## config.mk

```make
export PLATFORM = sky130hd
export DESIGN_NAME = otg_timeout_timer
export DESIGN_NICKNAME = d
export VERILOG_FILES = /design/src/rtl/otg_tmr_pkg.sv /design/src/rtl/otg_tmr_rst_sync.sv /design/src/rtl/otg_tmr_decode.sv /design/src/rtl/otg_tmr_counter.sv /design/src/rtl/otg_tmr_holdreg.sv /design/src/rtl/otg_timeout_timer.sv
export SDC_FILE = /design/constraint.sdc
export NUM_CORES = 1
export LEC_CHECK = 0
export CAP_MARGIN = 20
export CORE_UTILIZATION = 40
export DETAILED_ROUTE_END_ITERATION = 10
export PLACE_DENSITY = 0.7
export SLEW_MARGIN = 20
export SYNTH_ARGS = -nofsm -noshare
export SYNTH_HDL_FRONTEND = slang
export SYNTH_SLANG_ARGS = --single-unit
```

## constraint.sdc

```tcl
create_clock -name clk -period 2.98 [get_ports clk]
set_clock_uncertainty 0.2 [all_clocks]
set_input_delay 0.298 -clock clk [delete_from_list [all_inputs] [get_ports clk]]
set_output_delay 0.298 -clock clk [all_outputs]
set_load 0.005 [all_outputs]
```

## src/rtl/otg_tmr_pkg.sv

```systemverilog
package otg_tmr_pkg;
  typedef enum logic {
    TMR_IDLE = 1'b0,
    TMR_RUN  = 1'b1
  } tmr_state_e;

  typedef struct packed {
    logic load;
    logic arm;
  } tmr_cmd_t;
endpackage

```

## src/rtl/otg_tmr_rst_sync.sv

```systemverilog
module otg_tmr_rst_sync #(
  parameter int STAGES = 2
) (
  input  logic clk,
  input  logic rst_n,
  output logic rst_n_sync
);
  logic [STAGES-1:0] sync_q;

  always_ff @(posedge clk or negedge rst_n) begin
    if (!rst_n) begin
      sync_q <= '0;
    end else begin
      sync_q <= {sync_q[STAGES-2:0], 1'b1};
    end
  end

  assign rst_n_sync = sync_q[STAGES-1];
endmodule

```

## src/rtl/otg_tmr_decode.sv

```systemverilog
module otg_tmr_decode
  import otg_tmr_pkg::*;
#(
  parameter int CNT_W = 27
) (
  input  logic             wr_en,
  input  logic             en_bit,
  input  logic [CNT_W-1:0] cnt_field,
  output tmr_cmd_t         cmd,
  output logic [CNT_W-1:0] count
);
  always_comb begin
    cmd.load = wr_en;
    cmd.arm  = wr_en & en_bit;
    count    = cnt_field;
  end
endmodule

```

## src/rtl/otg_tmr_counter.sv

```systemverilog
module otg_tmr_counter
  import otg_tmr_pkg::*;
#(
  parameter int CNT_W = 27
) (
  input  logic             clk,
  input  logic             rst_n,
  input  tmr_cmd_t         cmd,
  input  logic [CNT_W-1:0] count,
  output logic             expire
);
  localparam logic [CNT_W-1:0] ONE = CNT_W'(1);

  tmr_state_e       state_q, state_d;
  logic [CNT_W-1:0] cnt_q, cnt_d;
  logic             at_last;
  logic             cnt_en;

  // Next-state logic: a write always wins over the running countdown.
  always_comb begin
    at_last = (cnt_q <= ONE);
    expire  = (state_q == TMR_RUN) && at_last && !cmd.load;
    state_d = state_q;
    cnt_d   = cnt_q;
    if (cmd.load) begin
      state_d = cmd.arm ? TMR_RUN : TMR_IDLE;
      cnt_d   = cmd.arm ? count : '0;
    end else if (state_q == TMR_RUN) begin
      if (at_last) begin
        state_d = TMR_IDLE;
        cnt_d   = '0;
      end else begin
        cnt_d = cnt_q - ONE;
      end
    end
    cnt_en = cmd.load || (state_q == TMR_RUN);
  end

  always_ff @(posedge clk or negedge rst_n) begin
    if (!rst_n) begin
      state_q <= TMR_IDLE;
      cnt_q   <= '0;
    end else if (cnt_en) begin
      state_q <= state_d;
      cnt_q   <= cnt_d;
    end
  end
endmodule

```

## src/rtl/otg_tmr_holdreg.sv

```systemverilog
module otg_tmr_holdreg #(
  parameter int DATA_W = 32
) (
  input  logic              clk,
  input  logic              rst_n,
  input  logic              load,
  input  logic              clear,
  input  logic [DATA_W-1:0] d,
  output logic [DATA_W-1:0] q
);
  logic [DATA_W-1:0] q_d;
  logic              q_en;

  always_comb begin
    q_en = load | clear;
    q_d  = load ? d : '0;
  end

  always_ff @(posedge clk or negedge rst_n) begin
    if (!rst_n) begin
      q <= '0;
    end else if (q_en) begin
      q <= q_d;
    end
  end
endmodule

```

## src/rtl/otg_timeout_timer.sv

```systemverilog
module otg_timeout_timer
  import otg_tmr_pkg::*;
#(
  parameter int DATA_W = 32,
  parameter int CNT_W  = 27,
  parameter int EN_BIT = 31
) (
  input  logic              clk,
  input  logic              rst_n,
  input  logic              wr_en,
  input  logic [DATA_W-1:0] wr_data,
  output logic [DATA_W-1:0] rd_data,
  output logic              timeout_pulse
);
  logic             rst_n_int;
  tmr_cmd_t         cmd;
  logic [CNT_W-1:0] count;
  logic             expire;

  otg_tmr_rst_sync #(.STAGES(2)) u_rst (
    .clk        (clk),
    .rst_n      (rst_n),
    .rst_n_sync (rst_n_int)
  );

  otg_tmr_decode #(.CNT_W(CNT_W)) u_dec (
    .wr_en     (wr_en),
    .en_bit    (wr_data[EN_BIT]),
    .cnt_field (wr_data[CNT_W-1:0]),
    .cmd       (cmd),
    .count     (count)
  );

  otg_tmr_counter #(.CNT_W(CNT_W)) u_cnt (
    .clk    (clk),
    .rst_n  (rst_n_int),
    .cmd    (cmd),
    .count  (count),
    .expire (expire)
  );

  otg_tmr_holdreg #(.DATA_W(DATA_W)) u_reg (
    .clk   (clk),
    .rst_n (rst_n_int),
    .load  (cmd.load),
    .clear (expire),
    .d     (wr_data),
    .q     (rd_data)
  );

  assign timeout_pulse = expire;
endmodule

```

# After elaboration in Yosys (flattened, before gate mapping)
# Index checks and enable logic that the tools add are counted.
# Widths: inputs -> output; s select.
dict set report word_totals {
  ff_bits 62
  out_inout_bits 33
}
dict set report op_classes {
  addsub 1
  magnitude_cmp 1
  mux 9
  bitwise 2
  n_reduce_logical 6
}
# cell n
set ops {}
lappend ops {{$mux 27} 4}
lappend ops {{$mux 32} 1}
lappend ops {{$le 27x1->1 const B} 1}
lappend ops {{$sub 27x1->27 const B} 1}
lappend ops {{$mux 1} 4}
lappend ops {{$logic_and 1x1->1} 2}
lappend ops {{$reduce_and 2->1} 1}
lappend ops {{$reduce_bool 2->1} 1}
lappend ops {{$and 1x1->1} 1}
lappend ops {{$logic_not 1->1} 1}
lappend ops {{$logic_or 1x1->1} 1}
lappend ops {{$or 1x1->1} 1}

# Depth between registers and ports, before layout
dict set report depth {
  depth_word 4
  mapped_depth 7
}

# Modules after synthesis
# Synthesis repeated with hierarchy kept, for this count alone.
dict set report hier_totals {
  cells_unflattened 305
  hier_area_um2 3359.5
}
# module instances cells_per_inst area_per_inst_um2 seq_area_each_um2
set modules_own_cells {}
lappend modules_own_cells {otg_tmr_counter 1 201 1915.6 700.7}
lappend modules_own_cells {otg_tmr_holdreg 1 72 1173.6 800.8}
lappend modules_own_cells {otg_tmr_decode 1 29 216.5 0.0}
lappend modules_own_cells {otg_tmr_rst_sync 1 3 53.8 50.0}

# Worst setup path after synthesis
# OpenSTA, ideal clock, no wires.
dict set report synth_timing {
  path_type {reg2reg}
  from {register u_cnt.cnt_q[19]}
  to {register u_cnt.cnt_q[11]}
  setup_time_ps 127
  arrival_ps 2073
  required_time_ps 2653
  slack_ps 581
  stages_incl_launch_ff 6
  period_less_slack_ps 2399
  path_cell_list {dfrtp_1 or4_4 nor4_4 a31oi_1 buf_2 a221o_2}
}
dict set report synth_between {
  elab_chain_cells 4
}
# element line_no
set synth_lines {}
lappend synth_lines {{start: declaration} otg_tmr_counter.sv:15} ;# logic [CNT_W-1:0] cnt_q, cnt_d;
lappend synth_lines {{start signal: assignment} otg_tmr_counter.sv:45} ;# cnt_q <= cnt_d;
lappend synth_lines {{$le 27x1->1} otg_tmr_counter.sv:21} ;# at_last = (cnt_q <= ONE);
lappend synth_lines {{$mux 27} otg_tmr_counter.sv:29} ;# if (at_last) begin
lappend synth_lines {{$mux 27} otg_tmr_counter.sv:28} ;# end else if (state_q == TMR_RUN) begin
lappend synth_lines {{$mux 27} otg_tmr_counter.sv:25} ;# if (cmd.load) begin
# Every way passes these cells. The select of a mux whose other input is x is not followed.
# A chain may end at the register's enable or synchronous reset.

# Worst setup path in the final report
dict set report layout_timing {
  from {register u_cnt.cnt_q[19]}
  to {output port timeout_pulse}
}
dict set report layout_between {
  elab_chain_cells 3
}
# element line_no
set layout_lines {}
lappend layout_lines {{$le 27x1->1} otg_tmr_counter.sv:21}
lappend layout_lines {{$logic_and 1x1->1 (2 in series)} otg_tmr_counter.sv:22} ;# expire = (state_q == TMR_RUN) && at_last && !cmd.load;
lappend layout_lines {{end: declaration} otg_timeout_timer.sv:13} ;# output logic timeout_pulse
# Every way passes these cells.

==> results.md <==
* Post-Synthesis Cells at ~280
* CTS H-Tree Depth at 3
* Switch share at 28.0%
* # IOs at 68
* Longest Clk Path Bufs at 2
* Worst Hold Class: reg -> async
* Crit Path Max Fanout at 5
* Register bit total from synthesis at 62
* # DRC at 0
* CTS sink count at 62
* Met3 wire length at 425 um
* Mapped Nets at 320
* Slew @ Worst Pin at 0.976 ns
* Share of cells above drive strength 1 at between 10% and 20%
* Comb power frac at 19.8%
* Post-synthesis sequential area ratio at 52.1%
* Bufs and invs on worst path at 1
* Largest net degree at the start of global routing at 38
* Final setup vio count at 0
* CP top delay family: simple AND/OR/NAND/NOR gates
* Fmax at ~350 MHz
* CP startpoint kind: flop
* Async SR Flop Fraction at 100%
* Leakage at 1.72 nW
* Die Width at 88.2 um
* Fin crit period at 2.87 ns
* Cell Chain, Critical Path: or4_4 -> nor4_4 -> nand3_1 -> nor2_1 -> clkdlybuf4s50_1
* Fin. Hold Viols at 0
* Mean Syn Cell Area at approximately 11 um2
* Synthesis-to-layout area growth at 34.3%
* Routed WL at 7.69 mm
* ANT cells at 0
* First-pass GRT wire length at 12.4 mm
* All-layer global routing usage at a little over a fifth
* Max incr delay on CP at 0.58 ns
* Setup Total Neg Slack at 0 ns
* Hold slack at 0.0591 ns
* Vias in the first global route at 2497
* MaxCap Viol Count at 0
* Die Span Y at about 88 um
* Cell area after synthesis at 2980 um2
* Core ar. at 7210 um2
* DPL Wire Length at around 5.3 mm
* Final Max Slew Viols at 0
* Met2 wire length at 3.56 mm
* CTS root buf: clkbuf_8
* Synth unique cells at 53
* Highest Signal Layer: met4
* Initial core utilization at 41.2%
* TritonRoute pass-1 iters at 4
* Setup crit end kind: output port
* # port buffers at 67
* ANT nets after route at 0
* Cell Rows at 31
* Power density over the cells at 545 nW/um2
* 1st-iter DRT viols at 168
* NumNets Final at 394
* Share of power burned in registers at 46.9%
* Post-Route M1 WL at 3.54 mm
* Cts bufs inserted at 9
* Antenna violations before repair at 0
* Critical Setup Path Class: reg -> out
* Maximum vdd drop at approximately 0.00031 V
* CP max-delay cell: or4_4
* Skew-Pair Late Insertion Delay at 0.35 ns
* Slew HR at 34.9%
* Final period util at 96.2%
* DR vias/cell at 5.68
* Status: finished clean
* Via count at 2619
* Gpl congestion at 0.909
* Net load switching power at a little over 600 uW
* GR Overflow Total at 0
* Worst EP required at 2.48 ns
* Top FF cell, synth: dfrtp_1
* Die Area at 7790 um2
* Post-synth EDFFs at 0
* RSZ-0062 raised after global routing: no
* Arrival time worst endpoint at 2.37 ns
* Internal at 1.57 mW
* Clock slew at reported path FFs at 0.07 ns
* Syn. warnings at 0
* Share of power burned in the clock network at 33.3%
* Routed length per instance at 16.7 um
* CTS tree: done
[registers in the layout, summed over array words and instances, names as in the netlist]
register / cells
u_rst.sync_q: 2
u_reg.q: 32
u_cnt.state_q: 1
u_cnt.cnt_q: 27
[cells in the final DEF, fill, tap and decap left out, drive strengths merged, types with 8 or more instances in the layout]
| cell type | instances |
|---|---|
| a22o | 31 |
| buf | 14 |
| nand3 | 24 |
| nor2 | 14 |
| clkdlybuf4s50 | 66 |
| a22oi | 8 |
| nor3 | 9 |
| nand2 | 24 |
| and3 | 8 |
| dfrtp | 62 |
| clkbuf | 12 |
[synthesized netlist by cell type (6+ instances only)]
cell      number  share of area (%)
nand2_1       24                3.0
clkbuf_1      13                1.6
nand3_1       24                4.0
a22o_1        31                9.1
o311ai_0       7                2.1
and3_1         7                1.5
nor2_1        14                1.8
dfrtp_1       62                 52
inv_1          6               0.76
nor3_1         9                1.5
a22oi_1        8                2.0
o21ai_0        6                1.0
[layout make-up]
class | instances | area, um2
well taps | 99 | 124
clock buffers | 12 | 145
clock inverters | 4 | 47.5
flip-flops and latches | 62 | 1550
multi-input cells | 197 | 1320
fillers | 666 | 3220
inverters | 6 | 22.5
repair buffers | 81 | 786
[power groups by stage]
stage | combinational [mW] | sequential [mW] | clock [mW]
4_1_cts | 0.435 | 1.02 | 0.746
3_5_place_dp | 0.432 | 1.03 | 0
2_1_floorplan | 0.225 | 1.02 | 0
3_3_place_gp | 0.425 | 1.03 | 0
5_1_grt | 0.477 | 1.04 | 0.776
6_report | 0.431 | 1.02 | 0.726
[through the flow]
stage	instance area [um2]	total power, mW	setup slack, ns	utilization (%)	std cells
6_report	4000	2.18	0.113	55.4	461
5_1_grt	4000	2.29	0.0413	55.4	461
4_1_cts	4000	2.20	0.0942	55.4	461
3_5_place_dp	3790	1.47	0.339	52.6	444
3_3_place_gp	3790	1.45	0.400	52.6	444
2_1_floorplan	2980	1.25	0.581	-	283
[kinds of logic (layout without fill, tap and decap cells)]
logic type	after synthesis	count (layout)	synth area share [%]
AND/OR/NAND/NOR	105	105	19.1
AO/OA/AOI/OAI	88	88	23.6
flip-flops	62	62	52.1
buffers and inverters	24	103	3.87
adder cells (fa/ha/maj)	2	2	0.841
other	1	1	0.126
multiplexers	1	1	0.336
[per-layer routing]
layer | global-route usage, % | up-vias
met5 | 0 | -
met4 | 11.3 | 0
met3 | 3.54 | 15
met2 | 32.6 | 77
met1 | 28.8 | 1285
li1 | - | 1242
[final timing paths]
path	start	end	cells past startpoint	slack, ns
worst max-delay path	u_cnt.cnt_q[19]$_DFFE_PN0P_	timeout_pulse	5	0.11
max in group asynchronous	u_rst.sync_q[1]$_DFF_PN0_	u_cnt.state_q$_DFFE_PN0P_	1	1.92
min in group clk	u_rst.sync_q[0]$_DFF_PN0_	u_rst.sync_q[1]$_DFF_PN0_	0	0.16
worst min-delay path	u_rst.sync_q[1]$_DFF_PN0_	u_reg.q[30]$_DFFE_PN0P_	0	0.06
worst max register to register	u_cnt.cnt_q[19]$_DFFE_PN0P_	u_cnt.cnt_q[20]$_DFFE_PN0P_	6	0.50
worst min register to register	u_rst.sync_q[1]$_DFF_PN0_	u_reg.q[30]$_DFFE_PN0P_	0	0.06
[repair_timing]
action | in CTS | in global routing
setup buffers | 0 | 0
setup endpoints to repair | 1 | 0
resized for setup | 0 | 0
hold buffers | 1 | 0
hold endpoints to repair | 2 | 0
Power figures use the tool's default switching activity.
